[src/rtl/lb_pkg.sv]
package lb_pkg;
  localparam int LB_DEPTH  = 4;
  localparam int LB_TAG_W  = 4;
  localparam int LB_DATA_W = 16;

  // source selected for the return register
  typedef enum logic [1:0] {
    SRC_NONE   = 2'd0,
    SRC_BYPASS = 2'd1,
    SRC_HEAD   = 2'd2
  } ret_src_e;
endpackage

[src/rtl/lb_ptrs.sv]
module lb_ptrs #(
  parameter int DEPTH = 4,
  parameter int PTR_W = 2,
  parameter int CNT_W = 3
) (
  input  logic             clk,
  input  logic             rst_n,
  input  logic             enq,
  input  logic             pop,
  output logic [PTR_W-1:0] head,
  output logic [PTR_W-1:0] tail,
  output logic [CNT_W-1:0] count,
  output logic             full,
  output logic             empty
);
  localparam logic [PTR_W-1:0] LAST = PTR_W'(DEPTH - 1);

  logic [PTR_W-1:0] head_nxt, tail_nxt;
  logic [CNT_W-1:0] count_nxt;

  always_comb begin
    head_nxt  = head;
    tail_nxt  = tail;
    count_nxt = count;
    if (enq) tail_nxt = (tail == LAST) ? '0 : tail + 1'b1;
    if (pop) head_nxt = (head == LAST) ? '0 : head + 1'b1;
    case ({enq, pop})
      2'b10:   count_nxt = count + 1'b1;
      2'b01:   count_nxt = count - 1'b1;
      default: count_nxt = count;
    endcase
  end

  always_ff @(posedge clk or negedge rst_n) begin
    if (!rst_n) begin
      head  <= '0;
      tail  <= '0;
      count <= '0;
    end else if (enq || pop) begin
      head  <= head_nxt;
      tail  <= tail_nxt;
      count <= count_nxt;
    end
  end

  assign full  = (count == CNT_W'(DEPTH));
  assign empty = (count == '0);

  a_r8_count_bound: assert property (@(posedge clk) disable iff (!rst_n)
    count <= CNT_W'(DEPTH));
  a_r4_empty_aligned: assert property (@(posedge clk) disable iff (!rst_n)
    empty |-> (head == tail));
endmodule

[src/rtl/lb_slots.sv]
module lb_slots #(
  parameter int DEPTH  = 4,
  parameter int PTR_W  = 2,
  parameter int TAG_W  = 4,
  parameter int DATA_W = 16
) (
  input  logic              clk,
  input  logic              rst_n,
  input  logic              enq,
  input  logic [PTR_W-1:0]  tail,
  input  logic              iss_hit,
  input  logic [TAG_W-1:0]  iss_tag,
  input  logic [DATA_W-1:0] iss_data,
  input  logic              pop,
  input  logic [PTR_W-1:0]  head,
  input  logic              fill_valid,
  input  logic [TAG_W-1:0]  fill_tag,
  input  logic [DATA_W-1:0] fill_data,
  output logic              head_rdy,
  output logic [TAG_W-1:0]  head_tag,
  output logic [DATA_W-1:0] head_data
);
  logic [DEPTH-1:0]  occ, rdy;
  logic [TAG_W-1:0]  tag_q  [DEPTH];
  logic [DATA_W-1:0] data_q [DEPTH];

  for (genvar i = 0; i < DEPTH; i++) begin : g_slot
    logic load, drop, match;
    logic occ_nxt, rdy_nxt;

    assign load  = enq && (tail == PTR_W'(i));
    assign drop  = pop && (head == PTR_W'(i));
    assign match = fill_valid && occ[i] && !rdy[i] && (tag_q[i] == fill_tag);

    always_comb begin
      occ_nxt = occ[i];
      rdy_nxt = rdy[i];
      if (load) begin
        occ_nxt = 1'b1;
        rdy_nxt = iss_hit;
      end else if (drop) begin
        occ_nxt = 1'b0;
        rdy_nxt = 1'b0;
      end else if (match) begin
        rdy_nxt = 1'b1;
      end
    end

    always_ff @(posedge clk or negedge rst_n) begin
      if (!rst_n) begin
        occ[i] <= 1'b0;
        rdy[i] <= 1'b0;
      end else if (load || drop || match) begin
        occ[i] <= occ_nxt;
        rdy[i] <= rdy_nxt;
      end
    end

    always_ff @(posedge clk) begin
      if (load) begin
        tag_q[i]  <= iss_tag;
        data_q[i] <= iss_data;
      end else if (match) begin
        data_q[i] <= fill_data;
      end
    end

    // a completed entry is untouched by later fills until it leaves
    a_r6_ready_slot_stable: assert property (@(posedge clk) disable iff (!rst_n)
      (occ[i] && rdy[i] && !drop) |=> (rdy[i] && $stable(data_q[i])));
  end

  assign head_rdy  = occ[head] && rdy[head];
  assign head_tag  = tag_q[head];
  assign head_data = data_q[head];

  a_r7_pop_only_ready: assert property (@(posedge clk) disable iff (!rst_n)
    pop |-> (occ[head] && rdy[head]));
endmodule

[src/rtl/lb_out.sv]
module lb_out
  import lb_pkg::*;
#(
  parameter int TAG_W  = 4,
  parameter int DATA_W = 16
) (
  input  logic              clk,
  input  logic              rst_n,
  input  logic              byp,
  input  logic [TAG_W-1:0]  byp_tag,
  input  logic [DATA_W-1:0] byp_data,
  input  logic              pop,
  input  logic [TAG_W-1:0]  head_tag,
  input  logic [DATA_W-1:0] head_data,
  output logic              ret_valid,
  output logic [TAG_W-1:0]  ret_tag,
  output logic [DATA_W-1:0] ret_data
);
  ret_src_e          src;
  logic [TAG_W-1:0]  tag_nxt;
  logic [DATA_W-1:0] data_nxt;

  always_comb begin
    src      = SRC_NONE;
    tag_nxt  = ret_tag;
    data_nxt = ret_data;
    if (pop) begin
      src      = SRC_HEAD;
      tag_nxt  = head_tag;
      data_nxt = head_data;
    end else if (byp) begin
      src      = SRC_BYPASS;
      tag_nxt  = byp_tag;
      data_nxt = byp_data;
    end
  end

  always_ff @(posedge clk or negedge rst_n) begin
    if (!rst_n) ret_valid <= 1'b0;
    else        ret_valid <= (src != SRC_NONE);
  end

  always_ff @(posedge clk) begin
    if (src != SRC_NONE) begin
      ret_tag  <= tag_nxt;
      ret_data <= data_nxt;
    end
  end

  a_r7_single_source: assert property (@(posedge clk) disable iff (!rst_n)
    !(byp && pop));
endmodule

[src/rtl/lb_inorder.sv]
module lb_inorder
  import lb_pkg::*;
#(
  parameter int DEPTH  = LB_DEPTH,
  parameter int TAG_W  = LB_TAG_W,
  parameter int DATA_W = LB_DATA_W
) (
  input  logic              clk,
  input  logic              rst_n,
  input  logic              iss_valid,
  input  logic [TAG_W-1:0]  iss_tag,
  input  logic              iss_hit,
  input  logic [DATA_W-1:0] iss_data,
  input  logic              fill_valid,
  input  logic [TAG_W-1:0]  fill_tag,
  input  logic [DATA_W-1:0] fill_data,
  output logic              ret_valid,
  output logic [TAG_W-1:0]  ret_tag,
  output logic [DATA_W-1:0] ret_data,
  output logic              full
);
  localparam int PTR_W = (DEPTH > 1) ? $clog2(DEPTH) : 1;
  localparam int CNT_W = $clog2(DEPTH + 1);

  logic [PTR_W-1:0]  head, tail;
  logic [CNT_W-1:0]  count;
  logic              empty, enq, byp, pop, head_rdy;
  logic [TAG_W-1:0]  head_tag;
  logic [DATA_W-1:0] head_data;

  // a hit skips the queue only when nothing older is waiting
  assign byp = iss_valid && iss_hit && empty;
  assign enq = iss_valid && !full && !byp;
  assign pop = head_rdy;

  lb_ptrs #(.DEPTH(DEPTH), .PTR_W(PTR_W), .CNT_W(CNT_W)) u_ptrs (
    .clk(clk), .rst_n(rst_n), .enq(enq), .pop(pop),
    .head(head), .tail(tail), .count(count), .full(full), .empty(empty)
  );

  lb_slots #(.DEPTH(DEPTH), .PTR_W(PTR_W), .TAG_W(TAG_W), .DATA_W(DATA_W)) u_slots (
    .clk(clk), .rst_n(rst_n), .enq(enq), .tail(tail), .iss_hit(iss_hit),
    .iss_tag(iss_tag), .iss_data(iss_data), .pop(pop), .head(head),
    .fill_valid(fill_valid), .fill_tag(fill_tag), .fill_data(fill_data),
    .head_rdy(head_rdy), .head_tag(head_tag), .head_data(head_data)
  );

  lb_out #(.TAG_W(TAG_W), .DATA_W(DATA_W)) u_out (
    .clk(clk), .rst_n(rst_n), .byp(byp), .byp_tag(iss_tag), .byp_data(iss_data),
    .pop(pop), .head_tag(head_tag), .head_data(head_data),
    .ret_valid(ret_valid), .ret_tag(ret_tag), .ret_data(ret_data)
  );

  a_r2_bypass_next: assert property (@(posedge clk) disable iff (!rst_n)
    (iss_valid && iss_hit && count == '0) |=>
      (ret_valid && ret_tag == $past(iss_tag) && ret_data == $past(iss_data)));
  a_r8_full_holds: assert property (@(posedge clk) disable iff (!rst_n)
    (full && !pop) |=> full);
  a_r8_full_drops: assert property (@(posedge clk) disable iff (!rst_n)
    (full && iss_valid && !pop) |=> (count == CNT_W'(DEPTH)));
endmodule

[config.mk]
export PLATFORM = sky130hd
export DESIGN_NAME = lb_inorder
export DESIGN_NICKNAME = d
export VERILOG_FILES = /design/src/rtl/lb_pkg.sv /design/src/rtl/lb_ptrs.sv /design/src/rtl/lb_slots.sv /design/src/rtl/lb_out.sv /design/src/rtl/lb_inorder.sv
export SDC_FILE = /design/constraint.sdc
export NUM_CORES = 1
export LEC_CHECK = 0
export ABC_AREA = 1
export CORE_UTILIZATION = 40
export CTS_BUF_LIST = sky130_fd_sc_hd__clkbuf_8 sky130_fd_sc_hd__clkbuf_16
export DETAILED_ROUTE_END_ITERATION = 6
export DONT_BUFFER_PORTS = 1
export PLACE_DENSITY = 0.61
export SETUP_SLACK_MARGIN = 0.05
export SLEW_MARGIN = 20
export SYNTH_ARGS = -nofsm -noshare
export SYNTH_HDL_FRONTEND = slang
export SYNTH_SLANG_ARGS = --single-unit
[constraint.sdc]
create_clock -name clk -period 2.3 [get_ports clk]
set_input_delay 0.345 -clock clk [delete_from_list [all_inputs] [get_ports clk]]
set_output_delay 0.345 -clock clk [all_outputs]
set_load 0.005 [all_outputs]
Word-level counts from Yosys, hierarchy flattened:

Memory sizes are Yosys's and may differ from the RTL's.
Cells that the tools add are included.

* register bits: 36
* RAM bits: 80
* input port bits: 45
* output and inout port bits: 22
* logic and storage cells: 173
* memories kept: 2

* $add $sub $neg: 4
* order comparisons: 1
* equal/unequal tests: 13
* muxes and demuxes: 66
* bitwise operators: 4
* reductions and logical operators: 69

Memories
* u_slots.data_q: words 4, bits a word 16, read ports 1, clocked after memory_dff 0, write ports 4, line lb_slots.sv:25 `logic [DATA_W-1:0] data_q [DEPTH];`
* u_slots.tag_q: words 4, bits a word 4, read ports 5, clocked after memory_dff 0, write ports 1, line lb_slots.sv:24 `logic [TAG_W-1:0] tag_q [DEPTH];`

Operator list (count)
* 2-to-1 mux 16 bit: 6
* 2-to-1 mux 1 bit: 46
* logical AND 1 bit: 25
* AND reduction 2 bit: 12
* 2-to-1 mux 4 bit: 5
* == test 4 bit: 4
* nonzero test 2 bit: 7
* 2-to-1 mux 2 bit: 6
* nonzero test 3 bit: 4
* OR reduction 4 bit: 3
* == test 2 bit (second input constant): 5
* logical OR 1 bit: 9
* == test 2 x 1 -> 1 bit (second input constant): 3
* logical NOT 1 bit: 6
* one-hot mux 3 bit (2 select lines): 1
* adder 2 x 1 -> 2 bit (second input constant): 2
* binary-select mux 1 bit (select 2 bit): 2
* logical NOT 2 bit: 2
* OR 1 bit: 4
* adder 3 x 1 -> 3 bit (second input constant): 1
* == test 3 bit (second input constant): 1
* logical NOT 3 bit: 1
* < comparator 2 x 3 -> 1 bit (second input constant): 1
* subtractor 3 x 1 -> 3 bit (second input constant): 1

Logic depth before layout (Yosys ltp):

Gate-level depths: netlist of the first run.

* word-level depth: 11
* depth in mapped cells: 12
* mapped depth without buffers: 10

By module:

Synthesis of the first run repeated with hierarchy kept, for this count alone.

* cell total of the unflattened synthesis: 682
* area total of the unflattened synthesis: 6232.2 um2

Modules (own cells, without submodules)
* lb_slots: instances 1, cells each 540, area each 4904.7 um2, sequential area each 2602.5 um2
* lb_out: instances 1, cells each 87, area each 898.4 um2, sequential area each 625.6 um2
* lb_ptrs: instances 1, cells each 48, area each 400.4 um2, sequential area each 175.2 um2
* lb_inorder: instances 1, cells each 7, area each 28.8 um2, sequential area each 0.0 um2

Worst setup path after synthesis of the first run:

OpenSTA, ideal clock, no wires.

* path kind: input -> register
* from: input port fill_tag[3]
* to: memory u_slots.data_q[1][0], enable pin
* library setup time: 0.411 ns
* data arrival time: 1.947 ns
* required time: 1.889 ns
* setup slack: -0.058 ns
* stages on the path: 4
* buffers on the path: 1
* path through: buf_2 > xnor2_1 > nand2_1 > o21ai_0

RTL lines
* start, declared: line lb_inorder.sv:15 `input logic [TAG_W-1:0] fill_tag,`
* end, declared: line lb_slots.sv:25

Worst setup path in the final report of the first run:

* from: register u_ptrs.count[1]
* to: register u_ptrs.count[2]

* longest elaborated chain between the ends: 7
* elaborated cells between the ends (all ways): 15
* those cells by class: add/sub: 2; eq/ne: 3; mux: 1; reduce/logical: 9

Ends and longest elaborated chain
* start, declared: line lb_ptrs.sv:12 `output logic [CNT_W-1:0] count,`
* start signal, assigned: line lb_ptrs.sv:42 `count <= count_nxt;`
* == test 3 bit or logical NOT 3 bit (tied branches): line lb_ptrs.sv:46, lb_ptrs.sv:47
* logical NOT 1 bit or logical AND 1 bit (tied branches): line lb_inorder.sv:33, lb_inorder.sv:32
* logical AND 1 bit or logical NOT 1 bit (tied branches): line lb_inorder.sv:33 `assign enq = iss_valid && !full && !byp;`
* logical AND 1 bit: line lb_inorder.sv:33
* == test 2 bit or == test 2 x 1 -> 1 bit (tied branches): line lb_ptrs.sv:27 `case ({enq, pop})`
* nonzero test 2 bit (no source line)
* AND reduction 2 bit (no source line)

Parallel ways exist; a longest one is shown, timed or not.
A chain may end at the register's enable or synchronous reset.

==> results of run 1 <==
## cell families after synthesis
group / after synthesis / synth area share (%)
xor gates and xnor gates: 9 / 1.304
buffers and inverters: 65 / 5.114
DFF: 116 / 56.31
AOI/OAI and AO/OA: 73 / 6.625
adders and majority gates: 11 / 2.402
muxes: 1 / 0.1863
and+or+nand+nor: 400 / 28.05
## cell usage after synthesis, drive strengths merged, types with 5 or more instances
library cell / n / share of area [%]
nand2: 266 / 17
edfxtp: 100 / 50
nand3: 74 / 6.4
nor2: 52 / 4.0
o21ai: 51 / 4.2
inv: 33 / 2.0
buf: 22 / 2.4
o22ai: 17 / 1.8
dfrtp: 16 / 6.6
clkbuf: 10 / 0.62
ha: 10 / 2.1
xnor2: 8 / 1.2
nand4: 5 / 0.62
## per-stage QoR
step	power [W]	setup slack [ns]	utilization, %	std cells	hold slack (ns)
global route	0.01013	0.05088	47.50	887	0.009664
floorplan	0.005518	0.06891	-	675	0.04941
CTS	0.009580	0.2084	47.49	887	0.01389
finish	0.009551	0.1984	47.50	887	0.03217
detailed placement	0.006631	0.2219	43.03	855	0.04977
global placement	0.006545	0.2973	43.03	855	0.04982
## worst max-delay path by stage
stage | startpoint | end | slack [ns] | cells past startpoint
3_5_place_dp | u_ptrs.count[0]$_DFFE_PN0P_ | u_ptrs.count[2]$_DFFE_PN0P_ | 0.22 | 8
2_1_floorplan | u_ptrs.head[0]$_DFFE_PN0P_ | u_ptrs.count[2]$_DFFE_PN0P_ | 0.07 | 12
5_1_grt | u_ptrs.count[0]$_DFFE_PN0P_ | u_ptrs.count[2]$_DFFE_PN0P_ | 0.05 | 8
4_1_cts | u_ptrs.count[0]$_DFFE_PN0P_ | u_ptrs.count[2]$_DFFE_PN0P_ | 0.21 | 8
6_report | u_ptrs.count[1]$_DFFE_PN0P_ | u_ptrs.count[2]$_DFFE_PN0P_ | 0.20 | 8
3_3_place_gp | u_ptrs.count[0]$_DFFE_PN0P_ | u_ptrs.count[2]$_DFFE_PN0P_ | 0.30 | 8
## per-layer routing
metal | track usage, % | wire length (um)
met1 | 29.42 | 7260
met2 | 34.73 | 7617
met3 | 5.842 | 1298
met4 | 8.752 | 393
met5 | 0 | 0
## state kept, by name (all words and copies together) (netlist names)
name,count
u_slots.occ,4
u_out.ret_tag,4
u_ptrs.tail,2
u_ptrs.head,2
u_ptrs.count,3
u_out.ret_valid,1
u_slots.data_q,64
u_slots.tag_q,16
u_out.ret_data,16
u_slots.rdy,4
## critical path: stages (launching register included)
cell	delay [ns]
dfrtp_1	0.45
nor2_4	0.08
a21boi_4	0.20
nand2_1	0.16
ha_1	0.26
fa_1	0.39
a21oi_1	0.14
o21ai_0	0.13
xor2_1	0.17
## power breakdown
part / switching, W / internal (W)
registers: 0.000313 / 0.00315
clock network: 0.000911 / 0.00200
logic: 0.00219 / 0.000996
total: 0.00341 / 0.00614
## layout make-up
type | count | area (um^2) | share of cell area, %
clock buffers | 17 | 425.4 | 6.116
clock inverters | 14 | 217.7 | 3.130
inverters | 33 | 123.9 | 1.781
multi-input cells | 494 | 2333 | 33.55
flip-flops and latches | 116 | 3405 | 48.95
well taps | 184 | 230.2 | 3.310
repair buffers | 29 | 220.2 | 3.166
## placed cells by master (no fill, tap or decap), drive strengths merged
master	netlist	final
o22ai	17	17
nor2	52	52
nand2	266	266
a21boi	1	1
a21oi	4	4
and2	1	1
xnor2	8	8
buf	22	28
xor2	1	1
nor3	2	2
ha	10	10
edfxtp	100	100
dlygate4sd3	0	1
o21ai	51	51
nand3	74	74
inv	33	35
mux2	1	1
dfrtp	16	16
bufinv	0	6
clkbuf	10	17
nand4	5	5
fa	1	1
clkinv	0	6
## repair_timing
action | in CTS | in global routing
hold buffers | 1 | 0
setup endpoints to repair | 0 | 1
buffers inserted | 0 | 0
hold endpoints to repair | 16 | 0
resized for setup | 0 | 1
==> impl_results.md, run 1 <==
* Die height at 124.9 um
* Max-slew headroom at the worst pin at 45.83%
* Hpwl dp at 10,630 um
* DRT iter0 DRCs at 496
* Share of layout cells above drive strength 1 at 10.81%
* Final setup viols at 0
* Final WL at 16,570 um
* Worst R2R End: u_ptrs.count[2]$_DFFE_PN0P_
* Slew Limit Fails at 0
* Max-Cap Viols at 0
* Gpl congestion at 0.8664
* Sink Count at 116
* Remaining DRCs at 12
* Clock period minus worst slack at 2.102 ns
* CTS Buf Count at 17
* Critical path type: reg -> reg
* Start point of the worst hold path: iss_tag[0]
* Dominant synthesized flop cell: edfxtp_1
* Final hold violation count at 0
* CP Data Required Time at 2.58 ns
* Initial antenna violation count at 0
* Post-Synthesis Cells at 675
* Row Count at 44
* Syn_area_per_cell at 8.953 um^2
* Unique masters post-synth at 31
* Post-synth EDFFs at 100
* DR WL/cell at 18.68 um
* Port Buffer Count at 0
* Worst Hold Endpoint: u_slots.tag_q[2][0]$_DFFE_PP_
* Pleak at 3.008 nW
* Filler instances at 1,370
* RSZ-0062 raised after global routing: false
* Seq/Total Area, Yosys at 56.31%
* Post-synth net total at 731
* Clk_lat worst skew at 0.41 ns
* Number of global-route vias before repair at 4,682
* Cell area power density at 1373 mW/mm^2
* Slew @ Worst Pin at 0.8099 ns
* Fin area at 0.006955 mm^2
* Die ar. at 0.01560 mm^2
* Mapped Area at 0.006043 mm^2
* Peak VDD IR at 799.9 uV
* CTS clk-pin slew, worst paths at 0.05 ns
* Min-delay worst type: in -> reg
* Largest net degree at the start of global routing at 25
* All-Layer GR Usage at 22.17%
* Crit path DAT at 2.38 ns
* Failing checks: DRC
* IO Pins at 67
* Worst-path fanout max at 6
* # diodes at 0
* Clk buf depth at 2
* Die X at 124.9 um
* TritonCTS clock tree: yes
* Area Growth Syn to Fin at 15.09%
* Post-layout nets at 747
* Startpoint class of the critical path: flop
* Reg2Reg Setup Slack at 0.20 ns
* Vias at 4,868
* Yosys warnings at 0
* Setup crit end kind: flop
* Async S/R FF share, synth at 13.79%
* Starting Density at 41.27%
* First-pass GRT wire length at 25,990 um
* Final setup skew at 0.01090 ns
* R2r worst-path depth at 8
* Period utilization at 91.38%
* CORE AREA at 0.01464 mm^2
* Antenna Violating Nets Remaining at 0
* Worst hold stages at 0
* Pre-antenna DRT Iters at 7
* Status: complete, but fails checks
* Flops & latches, synth at 116
* Vias/cell at 5.488
* Highest clock rate at 0.4758 GHz
* CTS H-tree lvls at 4
* Worst r2r src: u_ptrs.count[1]$_DFFE_PN0P_
* Total global routing overflow at 0
* CTS root buf: clkbuf_16
* Post-route setup TNS at 0 ns
* Placed Area at 0.006301 mm^2
No activity file was read; power rests on OpenSTA's default activity.
==> run 2, diff against run 1 <==
==> constraint.sdc (replaced) <==
create_clock -name clk -period 2.3 [get_ports clk]
set_input_delay 0.23 -clock clk [delete_from_list [all_inputs] [get_ports clk]]
set_output_delay 0.23 -clock clk [all_outputs]
set_load 0.005 [all_outputs]
==> run 2 against run 1 <==
The flow still finishes with violations (DRC). Total power is 6.1% lower. Utilization is 1.4 points higher. Maximum frequency is 1.8% higher. Critical path depth is 2 lower. Die area stayed put. Largest cell class unchanged. Largest power group unchanged.
==> impl_results.md, run 2 (synthesis results as in run 1) <==
* Die X at 124.9 um (unchanged)
* Clk_lat worst skew at 0.42 ns (about the same)
* All-Layer GR Usage at 22.75% (+0.58 points)
* Peak VDD IR at 788.4 uV (-1.4%)
* Worst R2R End: u_ptrs.count[1]$_DFFE_PN0P_
* Post-CTS sizing at 0 (unchanged)
* CORE AREA at 0.01464 mm^2 (unchanged)
* Pre-antenna DRT Iters at 7 (unchanged)
* Filler instances at 1,366 (-0.29%)
* Worst Hold Endpoint: u_slots.data_q[3][10]$_DFFE_PP_
* Max-Cap Viols at 0 (unchanged)
* Vias/cell at 5.448 (-0.73%)
* Final setup viols at 0 (unchanged)
* Vias at 5,012 (+3.0%)
* Most flops, register: u_slots.data_q
* Period utilization at 89.76% (-1.6 points)
* IO Pins at 67 (unchanged)
* Worst path cell trace: nor2_4, nand4_2, nand2_1, ha_1, fa_1, mux2_2
* Cell family with most CP delay: adder cells
* Starting Density at 41.27% (unchanged)
* Total global routing overflow at 0 (unchanged)
* CTS Buf Count at 17 (unchanged)
* Worst hold stages at 2 (+2)
* R2r worst-path depth at 6 (-2)
* Clock period minus worst slack at 2.064 ns (-0.03718 ns)
* Setup crit end kind: flop
* Remaining DRCs at 10 (-2)
* TritonCTS clock tree: yes
* Startpoint class of the critical path: flop
* Crit path DAT at 2.36 ns (-0.02 ns)
* Highest clock rate at 0.4844 GHz (+1.8%)
* Final setup skew at 0.01018 ns (-0.0007160 ns)
* Final hold violation count at 0 (unchanged)
* Row Count at 44 (unchanged)
* Max-slew headroom at the worst pin at 49.22% (+3.4 points)
* CTS clk-pin slew, worst paths at 0.05 ns (about the same)
* Clk buf depth at 2 (unchanged)
* Share of layout cells above drive strength 1 at 9.239% (-1.6 points)
* Slew @ Worst Pin at 0.7591 ns (-0.05077 ns)
* Pleak at 3.083 nW (+2.5%)
* CP Data Required Time at 2.60 ns (+0.02 ns)
* Start point of the worst hold path: fill_data[10]
* Crit-path slowest cell: dfrtp_1
* Critical path type: reg -> reg
* Largest registers: u_slots.data_q x64, u_out.ret_data x16, u_slots.tag_q x16
* Worst r2r src: u_ptrs.count[1]$_DFFE_PN0P_
* Sink Count at 116 (unchanged)
* Die height at 124.9 um (unchanged)
* Power Total at 0.008973 W (-6.1%)
* Area Growth Syn to Fin at 18.57%
* RSZ-0062 raised after global routing: false
* Largest net degree at the start of global routing at 28 (+12%)
* Slew Limit Fails at 0 (unchanged)
* Initial antenna violation count at 0 (unchanged)
* DR WL/cell at 18.49 um (-1.0%)
* DRT iter0 DRCs at 514 (+3.6%)
* Reg2Reg Setup Slack at 0.24 ns (+0.04 ns)
* Min-delay worst type: in -> reg
* Gpl congestion at 0.8897 (+2.7%)
* Worst-path fanout max at 7 (+1)
* Number of global-route vias before repair at 5,030 (+7.4%)
* Largest register FFs at 64 (unchanged)
* Post-route setup TNS at 0 ns (unchanged)
* CP max stage delay at 0.44 ns (about the same)
* Highest-count cells in the layout ignoring fill and taps: 262 x nand2_1, 100 x edfxtp_1, 71 x nand3_1, 49 x o21ai_0, 44 x nor2_1
* CP Buf/Inv Count at 0 (unchanged)
* Hpwl dp at 10,590 um (-0.40%)
* # diodes at 0 (unchanged)
* CTS H-tree lvls at 4 (unchanged)
* First-pass GRT wire length at 26,820 um (+3.2%)
* Post-layout nets at 782 (+4.7%)
* Die ar. at 0.01560 mm^2 (unchanged)
* Status: complete, but fails checks
* Final WL at 17,010 um (+2.6%)
* CTS root buf: clkbuf_16
* Cell area power density at 1252 mW/mm^2 (-8.8%)
* Most common cell after layout, fill and taps aside: nand2_1
* Port Buffer Count at 0 (unchanged)
* Antenna Violating Nets Remaining at 0 (unchanged)
* Failing checks: DRC
run 2: changes by cell type in the layout (fill, tap and decap cells not counted), sizes merged:
cell	previous run	this run
bufinv	6	1
buf	28	27
clkinv	6	8
dlygate4sd3	1	37
clkinvlp	0	1
run 2: area by class of cell:
cell class	count	area, um^2	share of cell area [%]
Multi-Input combinational cell	494	2333	32.57
Sequential cell	116	3403	47.49
Inverter	33	123.9	1.729
Clock buffer	17	425.4	5.937
Clock inverter	12	76.32	1.065
Timing Repair Buffer	64	573.1	7.997
Tap cell	184	230.2	3.213
run 2: worst reg2reg max path, stage by stage (launching register included):
cell and delay [ns]:
dfrtp_1 0.44, nor2_4 0.17, nand4_2 0.19, nand2_1 0.21, ha_1 0.24, fa_1 0.42
mux2_2 0.27
run 2: where the power goes:
group / internal (W) / switching (W)
clock: 0.00142 / 0.000891
sequential: 0.00314 / 0.000301
combinational: 0.00102 / 0.00220
total: 0.00559 / 0.00339
run 2: worst max path at each step:
stage	end	cells after the start	slack [ns]	from
6_report	u_ptrs.count[1]$_DFFE_PN0P_	6	0.24	u_ptrs.count[1]$_DFFE_PN0P_
5_1_grt	u_ptrs.count[2]$_DFFE_PN0P_	8	0.12	u_ptrs.count[0]$_DFFE_PN0P_
4_1_cts	u_ptrs.count[1]$_DFFE_PN0P_	6	0.23	u_ptrs.count[0]$_DFFE_PN0P_
3_5_place_dp	u_ptrs.count[1]$_DFFE_PN0P_	6	0.24	u_ptrs.count[1]$_DFFE_PN0P_
3_3_place_gp	u_ptrs.count[2]$_DFFE_PN0P_	8	0.29	u_ptrs.count[0]$_DFFE_PN0P_
2_1_floorplan	u_slots.data_q[1][0]$_DFFE_PP_	4	0.06	fill_tag[3]
run 2: metal layers:
| metal | vias to the layer above | global-route usage, % | share of wire, % |
|---|---|---|---|
| met4 | 0 | 8.824 | 1.7 |
| li1 | 2367 | - | - |
| met2 | 209 | 37.64 | 48 |
| met1 | 2411 | 28.58 | 43 |
| met5 | - | 0 | 0 |
| met3 | 25 | 5.971 | 7.5 |
run 2: metrics by stage:
step	setup slack, ns	std cells	util (%)	instance area [um^2]	hold slack, ns
final	0.2356	920	48.93	7166	0.01134
after global routing	0.1231	920	48.93	7166	0.0003119
after CTS	0.2286	918	48.80	7146	0.00007408
after detailed placement	0.2398	854	42.98	6294	-0.06517
after global placement	0.2947	854	42.98	6294	-0.06513
after floorplan	0.05653	675	-	6046	-0.06559
run 2: timing repair:
item / 4_1_cts / 5_1_grt
hold endpoints to repair: 103 / 2
buffers inserted: 0 / 0
hold buffers: 35 / 2
==> run 3, diff against run 2 <==
--- a/config.mk
+++ b/config.mk
@@ -10,6 +10,7 @@
 export CTS_BUF_LIST = sky130_fd_sc_hd__clkbuf_8 sky130_fd_sc_hd__clkbuf_16
 export DETAILED_ROUTE_END_ITERATION = 6
 export DONT_BUFFER_PORTS = 1
+export MAX_ROUTING_LAYER = met4
 export PLACE_DENSITY = 0.61
 export SETUP_SLACK_MARGIN = 0.05
 export SLEW_MARGIN = 20
==> run 3 against run 2 <==
The run still ends with DRC left. Cell count increased by 0.22%. Count of clock-buffer cells in the layout increased by 1. Non-clock buffer count decreased by 1. Design area increased by 0.24%. Clock skew decreased by 0.0016 ns. Maximum frequency increased by 0.59%. Sequential power about the same. Utilization increased by 0.12 points. Clock power about the same. Critical endpoint unchanged. Highest routed layer unchanged.
==> impl_results.md, run 3 (synthesis results as in run 1) <==
* Status: complete, but fails checks
* Failing checks: DRC
* CTS Buf Count at 17 (unchanged)
* Slew @ Worst Pin at 0.7832 ns (+0.02404 ns)
* Power Total at 0.009021 W (+0.54%)
* Largest net degree at the start of global routing at 29 (+3.6%)
* Final WL at 16,770 um (-1.4%)
* Area Growth Syn to Fin at 18.86%
* Worst-path fanout max at 7 (unchanged)
* CTS root buf: clkbuf_16
* # diodes at 0 (unchanged)
* Starting Density at 41.27% (unchanged)
* CTS H-tree lvls at 4 (unchanged)
* Filler instances at 1,369 (+0.22%)
* Sink Count at 116 (unchanged)
* Final hold violation count at 0 (unchanged)
* DRT iter0 DRCs at 478 (-7.0%)
* Antenna Violating Nets Remaining at 0 (unchanged)
* Peak VDD IR at 859.8 uV (+9.1%)
* Critical path type: reg -> reg
* Highest-count cells in the layout ignoring fill and taps: 262 x nand2_1, 100 x edfxtp_1, 71 x nand3_1, 49 x o21ai_0, 44 x nor2_1
* Clk_lat worst skew at 0.42 ns (about the same)
* DR WL/cell at 18.18 um (-1.6%)
* Die ar. at 0.01560 mm^2 (unchanged)
* Remaining DRCs at 10 (unchanged)
* IO Pins at 67 (unchanged)
* Placed Area at 0.006286 mm^2 (-0.12%)
* Hold Slack at 0.01872 ns (+0.007378 ns)
* Post-layout nets at 781 (-0.13%)
* Pleak at 3.119 nW (+1.2%)
* Most common cell after layout, fill and taps aside: nand2_1
* Die height at 124.9 um (unchanged)
* Clk buf depth at 2 (unchanged)
* Gpl congestion at 0.8817 (-0.90%)
* Fin area at 0.007183 mm^2 (+0.24%)
* Final setup viols at 0 (unchanged)
* Largest register FFs at 64 (unchanged)
* All-Layer GR Usage at 23.21% (+0.45 points)
* Final setup skew at 0.008625 ns (-0.001558 ns)
* Cell area power density at 1256 mW/mm^2 (+0.29%)
* CP Data Required Time at 2.60 ns (about the same)
* Pre-antenna DRT Iters at 7 (unchanged)
* RSZ-0062 raised after global routing: false
* Setup crit end kind: flop
* Hpwl dp at 10,450 um (-1.2%)
* CTS clk-pin slew, worst paths at 0.05 ns (about the same)
* Most flops, register: u_slots.data_q
* Crit path DAT at 2.36 ns (about the same)
* Max-slew headroom at the worst pin at 47.62% (-1.6 points)
* Share of layout cells above drive strength 1 at 9.892% (+0.65 points)
* Initial antenna violation count at 0 (unchanged)
* Number of global-route vias before repair at 4,768 (-5.2%)
* Largest registers: u_slots.data_q x64, u_out.ret_data x16, u_slots.tag_q x16
* Vias at 4,924 (-1.8%)
* Vias/cell at 5.341 (-2.0%)
* Total global routing overflow at 0 (unchanged)
* CORE AREA at 0.01464 mm^2 (unchanged)
* Post-CTS Setup Inserts at 0 (unchanged)
* Highest clock rate at 0.4872 GHz (+0.59%)
* Port Buffer Count at 0 (unchanged)
* Startpoint class of the critical path: flop
* Post-route setup TNS at 0 ns (unchanged)
* TritonCTS clock tree: yes
* Max-Cap Viols at 0 (unchanged)
* Period utilization at 89.24% (-0.52 points)
* Row Count at 44 (unchanged)
* Min-delay worst type: in -> reg
* Slew Limit Fails at 0 (unchanged)
* First-pass GRT wire length at 26,270 um (-2.1%)
* Die X at 124.9 um (unchanged)
* Clock period minus worst slack at 2.052 ns (-0.01201 ns)
==> run 3: final timing paths <==
| kind | startpoint | endpoint | slack (ns) | depth (start not counted) |
|---|---|---|---|---|
| worst max-delay path | u_ptrs.count[1]$_DFFE_PN0P_ | u_ptrs.count[1]$_DFFE_PN0P_ | 0.25 | 6 |
| worst max register to register | u_ptrs.count[1]$_DFFE_PN0P_ | u_ptrs.count[1]$_DFFE_PN0P_ | 0.25 | 6 |
| worst min register to register | u_slots.occ[1]$_DFFE_PN0P_ | u_slots.occ[1]$_DFFE_PN0P_ | 0.51 | 2 |
| worst min-delay path | iss_data[7] | u_out.ret_data[7]$_DFFE_PP_ | 0.02 | 2 |
| min in group asynchronous | rst_n | u_out.ret_valid$_DFF_PN0_ | 0.33 | 1 |
| max in group asynchronous | rst_n | u_ptrs.count[1]$_DFFE_PN0P_ | 1.43 | 1 |
==> run 3: cell type report <==
class / instances / area, um^2 / area share (%)
Inverter: 33 / 123.9 / 1.724
Clock inverter: 14 / 85.08 / 1.184
Clock buffer: 18 / 439.2 / 6.114
Sequential cell: 116 / 3406 / 47.41
Multi-Input combinational cell: 494 / 2333 / 32.49
Timing Repair Buffer: 63 / 565.5 / 7.873
Tap cell: 184 / 230.2 / 3.205
==> run 3: timing repair <==
action                                 4_1_cts  5_1_grt
endpoints found under the hold margin      115        0
gates resized for setup                      0        2
setup endpoints to repair                    0        1
hold buffers                                37        0
==> run 3: critical path, stage by stage, from the launching register on <==
cell,delay [ns]
dfrtp_2,0.44
nor2_4,0.16
nand4_2,0.18
nand2_1,0.21
ha_1,0.24
fa_1,0.44
mux2_2,0.27
==> run 3: through the flow <==
step	utilization [%]	std cells	worst slack, ns
floorplan	-	675	0.05653
global placement	42.93	853	0.2976
detailed placement	42.93	853	0.2387
CTS	49.03	922	0.2326
global route	49.05	922	0.1039
finish	49.05	922	0.2476
==> run 3: per-layer routing <==
metal	share of wire (%)	routed length, um	GRT usage (%)	vias up
met5	0	0	-	-
met4	1.7	287	9.613	0
met3	6.5	1094	4.854	27
met2	47	7938	36.85	182
met1	44	7445	28.91	2351
li1	-	-	-	2364
==> run 3: where the power goes <==
| group | leakage [nW] | switching (W) | total, W | internal (W) |
|---|---|---|---|---|
| registers | 1.12 | 0.000300 | 0.00345 | 0.00315 |
| clock network | 0.293 | 0.000880 | 0.00234 | 0.00146 |
| logic | 1.71 | 0.00221 | 0.00323 | 0.00102 |
| total | 3.12 | 0.00339 | 0.00902 | 0.00563 |
